[config.mk]
export PLATFORM = sky130hd
export DESIGN_NAME = cfg_shadow_monitor
export DESIGN_NICKNAME = d
export VERILOG_FILES = /design/src/rtl/cfg_shadow_monitor.sv
export SDC_FILE = /design/constraint.sdc
export NUM_CORES = 1
export LEC_CHECK = 0
export ABC_AREA = 1
export BUFFER_PORTS_ARGS = -buffer_cell sky130_fd_sc_hd__buf_2
export CAP_MARGIN = 30
export CORE_ASPECT_RATIO = 0.75
export CORE_UTILIZATION = 42
export DETAILED_ROUTE_END_ITERATION = 6
export PLACE_DENSITY = 0.69
export SETUP_SLACK_MARGIN = 0.1
export SLEW_MARGIN = 5
export SYNTH_ARGS = -nofsm -noshare
export SYNTH_HDL_FRONTEND = slang
export SYNTH_SLANG_ARGS = --single-unit
[constraint.sdc]
create_clock -name clk -period 1.33 [get_ports clk]
set_input_delay 0.1995 -clock clk [delete_from_list [all_inputs] [get_ports clk]]
set_output_delay 0.1995 -clock clk [all_outputs]
set_load 0.02 [all_outputs]
[src/rtl/cfg_shadow_monitor.sv]
module cfg_shadow_monitor #(
  parameter int NWORDS = 4,
  parameter int WIDTH  = 16,
  localparam int AW    = (NWORDS > 1) ? $clog2(NWORDS) : 1,
  localparam int TOT   = NWORDS * WIDTH
) (
  input  logic           clk,
  input  logic           por_n,
  input  logic           hard_rst,
  input  logic           sw_set,
  input  logic [TOT-1:0] upset_cfg,
  input  logic [TOT-1:0] upset_shd,
  input  logic [WIDTH-1:0] rd_data,
  output logic           rd_en,
  output logic [AW-1:0]  rd_addr,
  output logic           mm_rst_req,
  output logic           cause_n,
  output logic [TOT-1:0] cfg_words
);

  logic [TOT-1:0] cfg_q, shd_q, cfg_n, shd_n;
  logic           loading;
  logic [AW-1:0]  idx;

  wire last     = idx == AW'(NWORDS - 1);
  wire mismatch = ~&(cfg_q ^ shd_q);
  wire trip     = !loading && mismatch;
  wire restart  = trip || hard_rst;

  for (genvar w = 0; w < NWORDS; w++) begin : g_word
    wire we = loading && (idx == AW'(w));
    assign cfg_n[w*WIDTH +: WIDTH] = we ? rd_data
                                        : cfg_q[w*WIDTH +: WIDTH] ^ upset_cfg[w*WIDTH +: WIDTH];
    assign shd_n[w*WIDTH +: WIDTH] = we ? ~rd_data
                                        : shd_q[w*WIDTH +: WIDTH] ^ upset_shd[w*WIDTH +: WIDTH];
  end

  always_ff @(posedge clk or negedge por_n) begin
    if (!por_n) begin
      cfg_q      <= '0;
      shd_q      <= '0;
      loading    <= 1'b1;
      idx        <= '0;
      mm_rst_req <= 1'b0;
      cause_n    <= 1'b1;
    end else begin
      cfg_q <= cfg_n;
      shd_q <= shd_n;
      if (restart) begin
        loading <= 1'b1;
        idx     <= '0;
      end else if (loading) begin
        if (last) begin
          loading    <= 1'b0;
          idx        <= '0;
          mm_rst_req <= 1'b0;
        end else begin
          idx <= idx + 1'b1;
        end
      end
      if (trip) mm_rst_req <= 1'b1;
      if (trip)        cause_n <= 1'b0;
      else if (sw_set) cause_n <= 1'b1;
    end
  end

  assign rd_en     = loading;
  assign rd_addr   = idx;
  assign cfg_words = cfg_q;

endmodule

======== Word-level counts from Yosys, hierarchy flattened ========
Cells that the tools add are included.
cells by class
  mux-type cells .......................... 20
  add/subtract/negate cells ............... 1
  bitwise logic cells ..................... 10
  equal/unequal tests ..................... 4
  reduce and logical (&&, ||, !) cells .... 15
operators with widths
  operator                                        count
  2-to-1 mux 16 bit                               8
  XOR 16 bit                                      8
  AND reduction 64 bit                            1
  XOR 64 bit                                      1
  NOT 16 bit                                      1
  2-to-1 mux 1 bit                                9
  nonzero test 2 bit                              4
  2-to-1 mux 2 bit                                3
  logical AND 1 bit                               5
  == test 2 bit (second input constant)           2
  AND reduction 3 bit                             1
  adder 2 x 1 -> 2 bit (second input constant)    1
  == test 2 x 1 -> 1 bit (second input constant)  1
  zero test 1 bit                                 2
  zero test 2 bit                                 1
  inequality test 2 bit (second input constant)   1
  logical OR 1 bit                                1
word-level totals
  bits of input ports ..................... 148
  word-level logic and storage cells ...... 56
  flip-flop bits (word level) ............. 133
  output and inout port bits .............. 69

======== Depth between registers and ports, before layout ========
  depth after elaboration ................. 7
  depth in mapped cells ................... 13
  gate-level depth less buffers ........... 13

======== Worst setup path before layout ========
No wires, ideal clock.
  kind .................................... reg2reg
  from .................................... register idx[0] (netlist: rd_addr[0])
  to ...................................... register shd_q[10]
  buffers on the path ..................... 1
  arrival time ............................ 1.353 ns
  path slack .............................. -0.155 ns
  clock period less this slack ............ 1.485 ns
  stages on the path, launching flop included .. 6
  setup time .............................. 0.133 ns
  required time ........................... 1.197 ns
  cell sequence ........................... dfrtp_1 > inv_1 > ha_1 > nand2_1 > clkbuf_1 > a21oi_1
on the way
  longest elaborated chain between the ends .. 3
RTL lines
  item                    line  source
  start, declared         23    logic [AW-1:0] idx;
  start signal, assigned  58    idx <= idx + 1'b1;
  zero test 2 bit         31    wire we = loading && (idx == AW'(w));
  logical AND 1 bit       31
  2-to-1 mux 16 bit       34    assign shd_n[w*WIDTH +: WIDTH] = we ? ~rd_data
  net shd_n[10]           21    logic [TOT-1:0] cfg_q, shd_q, cfg_n, shd_n;
  end signal, assigned    48    shd_q <= shd_n;
  end, declared           21
The timed path passes the listed nets, and every way through them passes these cells.
A chain may end at the register's enable or synchronous reset.

======== Worst setup path in the final report ========
  from .................................... register cfg_q[19] (netlist: cfg_words[19])
  to ...................................... register idx[0] (netlist: rd_addr[0])
on the way
  longest elaborated chain between the ends .. 6
  elaborated cells on any way between the ends .. 7
  those cells by class .................... mux (1); bitwise (1); reduce/logical (5)
RTL lines
  item                                                           line  source
  start, declared                                                21
  start signal, assigned                                         47    cfg_q <= cfg_n;
  XOR 64 bit (*)                                                 26    wire mismatch = ~&(cfg_q ^ shd_q);
  AND reduction 64 bit (*)                                       26
  zero test 1 bit (*)                                            26
  logical AND 1 bit (*)                                          27    wire trip = !loading && mismatch;
  logical OR 1 bit (*)                                           28    wire restart = trip || hard_rst;
  2-to-1 mux 2 bit / nonzero test 2 bit (equally long branches)  n/a
Every way passes the cells marked *; elsewhere a longest branch is shown, timed or not.

==> impl_table.tex <==
\begin{tabular}{lr}
\hline
Metric & Value \\
\hline
\multicolumn{2}{l}{\textbf{Run status}} \\
Run status & finished, violations left \\
Violations in the final reports & setup timing \\
\multicolumn{2}{l}{\textbf{STA}} \\
Worst clock skew on the final layout & 12.15 ps \\
Transition at the pin with the smallest max-transition slack & 798.9 ps \\
Maximum clock frequency & 622.6 MHz \\
Fraction of the cycle the final worst path needs & 1.208 \\
Unrepaired setup endpoints after global routing & yes \\
Max Transition Viols Final & 0 \\
Tightest slew margin relative to the limit & 0.4668 \\
Count of final hold-check violations & 0 \\
Setup TNS & -9709 ps \\
Final setup viols & 133 \\
Minimum period implied by the final worst setup slack & 1606 ps \\
Final critical-path setup slack & -276.1 ps \\
\multicolumn{2}{l}{\textbf{Setup path}} \\
Worst Setup Path Type & reg -> reg \\
Length in cells of the worst reg-to-reg path & 11 \\
Nature of the critical path startpoint & flop \\
Reg2reg setup slack & -280 ps \\
Max Fanout on Critical Path & 4 \\
Crit path largest cell delay & 440 ps \\
Worst-path cell chain & buf\_4, xnor2\_1, nor2\_1, nand2\_1, nor2\_2, nand2\_2, nor2\_2, nand2\_1, nand2\_2, nand2\_2, nor2\_2 \\
WP data required & 1670 ps \\
Worst flop-to-flop path startpoint & cfg\_words[19] \\
CP Buf/Inv Count & 1 \\
CP arrival & 1950 ps \\
Slowest-stage cell, CP & dfrtp\_2 \\
Element type at the critical path end & flop \\
Cell family with most CP delay & simple AND/OR/NAND/NOR gates \\
Worst R2R End & rd\_addr[0] \\
\multicolumn{2}{l}{\textbf{Route}} \\
DRC errors left & 0 \\
Routed length per placed instance & 17.20 um \\
Antenna viol nets, final & 0 \\
TritonRoute pass-1 iters & 6 \\
Iteration-0 DRC Markers & 558 \\
Total length of routed wires & 31360 um \\
Via Count & 8943 \\
Via density & 4.906 \\
\multicolumn{2}{l}{\textbf{Power}} \\
Proportion of total power due to net switching & 0.4167 \\
Leakage component of the power & 7.345 nW \\
Switching power & 16.67 mW \\
Sequential share of power & 0.216 \\
Part of the power in the clock network & 0.118 \\
Total power divided by cell area & 2773 mW/mm\^{}2 \\
Portion of total power attributed to combinational logic & 0.666 \\
Worst voltage drop across the vdd grid & 1.706 mV \\
Internal portion of total power & 23.34 mW \\
\multicolumn{2}{l}{\textbf{Final layout}} \\
Layout net count & 1716 \\
Final cell utilization of the core & 0.8051 \\
Synth-to-layout area growth & 84.35\% \\
Fraction of final layout cells with drive strength greater than 1 & 0.5231 \\
Commonest non-fill, non-tap cell in the layout & nand2\_1 \\
Leading cell types in the layout, fill and taps excluded & nand2\_1 (251), buf\_2 (148), buf\_4 (147) \\
\multicolumn{2}{l}{\textbf{Clocking}} \\
Clock tree root driver cell & clkbuf\_16 \\
Maximum count of clock buffers along a single path & 2 \\
Number of buffers created by CTS & 17 \\
Clock insertion delay at the later pin of the skew report & 420 ps \\
TritonCTS clock tree & done \\
Deepest level of the CTS H-tree & 4 \\
Post-CTS clock slew at the launch and capture registers of the worst setup and hold paths & 60 ps \\
Sinks on Clock Net & 133 \\
\multicolumn{2}{l}{\textbf{Logic synthesis}} \\
Count of different cell masters after synthesis & 20 \\
Post-synthesis cell count & 1081 \\
Yosys warnings & 0 \\
Mean area per synthesized cell & 7.240 um\^{}2 \\
Sequential share of the synthesized area & 0.4256 \\
Number of enable-type register cells in the synthesized netlist & 0 \\
Share of async-settable or async-resettable flops after synthesis & 1.000 \\
Top\_reg\_cell synth & dfrtp\_1 \\
Net count after synthesis & 1233 \\
Total standard cell area after synthesis & 0.007826 mm\^{}2 \\
Register bit total from synthesis & 133 \\
\multicolumn{2}{l}{\textbf{Flow run}} \\
Max Cap Viol & 0 \\
\multicolumn{2}{l}{\textbf{Placement}} \\
Port Buf Inserts & 216 \\
Placer's final routability congestion estimate & 0.8175 \\
Post-detail-place hpwl & 16640 um \\
\multicolumn{2}{l}{\textbf{Global route}} \\
Wire length of the first global-routing pass & 45730 um \\
Residual overflow from global routing & 0 \\
Overall track demand over capacity in global routing & 0.3127 \\
Number of global-route vias before repair & 8944 \\
Initial antenna violation count & 2 \\
Pin count of the biggest net entering global routing & 50 \\
\multicolumn{2}{l}{\textbf{Die}} \\
Die Outline Area & 0.01919 mm\^{}2 \\
Horizontal die dimension & 159.6 um \\
Core Area & 0.01792 mm\^{}2 \\
Number of placement rows & 42 \\
Chip height & 120.2 um \\
Boundary pin count & 217 \\
Starting utilization of the core area & 0.4367 \\
\multicolumn{2}{l}{\textbf{Min path}} \\
Hold Crit Class & in -> reg \\
Hold Path Depth & 2 \\
Hold endpoint & cause\_n \\
Source of the worst hold timing path & sw\_set \\
\hline
\end{tabular}
==> cell usage after synthesis, types with 3 or more instances <==
library cell  number  area [um^2]
xnor2_1           73        639.4
nand2_1          320         1201
inv_2              6        22.52
inv_1            140        525.5
dfrtp_1          131         3278
nand3_1            3        15.01
o21ai_0           65        325.3
buf_2             11        55.05
a21oi_1           65        325.3
nor2_1           171        641.9
clkbuf_1          14        52.55
xor2_1            67        586.8
ha_1               4        50.05
==> sequential cells by signal, summed over array words and instances (netlist names) <==
register	cells
cause_n	1
cfg_words	64
shd_q	64
rd_addr	2
mm_rst_req	1
rd_en	1
==> kinds of logic (layout without fill, tap and decap cells) <==
kind of cell	after synthesis	after routing	synth area share
adder cells (fa/ha/maj)	4	4	0.006395
XOR/XNOR	140	140	0.1567
AND/OR/NAND/NOR	501	502	0.2430
flip-flops	133	133	0.4256
buffers and inverters	172	667	0.08425
AO/OA/AOI/OAI	131	131	0.08409
other	0	4	0
==> per-stage QoR <==
step | setup WS (ps) | hold slack [ps] | instances | total power, mW | instance area [um^2]
after floorplan | 37.96 | -96.09 | 1081 | 17.83 | 8064
after global placement | -149.4 | 76.46 | 1657 | 23.45 | 10420
after detailed placement | -186.3 | 75.50 | 1657 | 23.98 | 10420
after CTS | -140.0 | 0.2233 | 1793 | 36.90 | 13710
after global routing | -339.0 | 7.052 | 1819 | 42.26 | 14420
final | -276.1 | 18.58 | 1823 | 40.01 | 14430
==> layout make-up <==
| cell class | instances | area, um^2 |
|---|---|---|
| Antenna cell | 4 | 10.01 |
| Clock buffer | 23 | 478.0 |
| Clock inverter | 9 | 101.3 |
| Fill cell | 1089 | 3492 |
| Inverter | 146 | 548.0 |
| Multi-Input combinational cell | 777 | 4971 |
| Sequential cell | 133 | 3412 |
| Tap cell | 242 | 302.8 |
| Timing Repair Buffer | 489 | 4604 |
==> power groups by stage <==
stage	Clock [mW]	Combinational [mW]	Sequential, mW
floorplan	0	8.03	9.79
global placement	0	15.3	8.17
detailed placement	0	15.6	8.33
CTS	4.73	23.7	8.44
global route	4.94	28.4	8.88
finish	4.74	26.6	8.64
==> layer usage <==
metal | vias to the layer above | part of all wire | global-route usage
met4 | 0 | 0.033 | 0.1166
met2 | 352 | 0.50 | 0.5459
met1 | 4249 | 0.40 | 0.3791
met3 | 77 | 0.067 | 0.06895
met5 | - | 0 | 0
li1 | 4265 | - | -
==> worst max path at each step <==
stage                        startpoint    endpoint  slack [ps]  depth (start not counted)
after floorplan           cfg_words[29]  mm_rst_req          40                         12
after global placement    cfg_words[15]  rd_addr[0]        -150                         11
after detailed placement      shd_q[56]  rd_addr[0]        -190                         12
after CTS                     shd_q[57]  rd_addr[0]        -140                         12
after global routing          shd_q[50]  rd_addr[0]        -340                         12
final                     cfg_words[19]  rd_addr[0]        -280                         11
==> timing repair <==
| item | in CTS | in global routing |
|---|---|---|
| hold endpoints to repair | 131 | 0 |
| cloned | 28 | 1 |
| pin swaps | 37 | 41 |
| resized for setup | 459 | 174 |
| setup endpoints to repair | 199 | 201 |
| hold buffers | 1 | 0 |
| setup buffers | 75 | 56 |
Power figures use the tool's default switching activity.
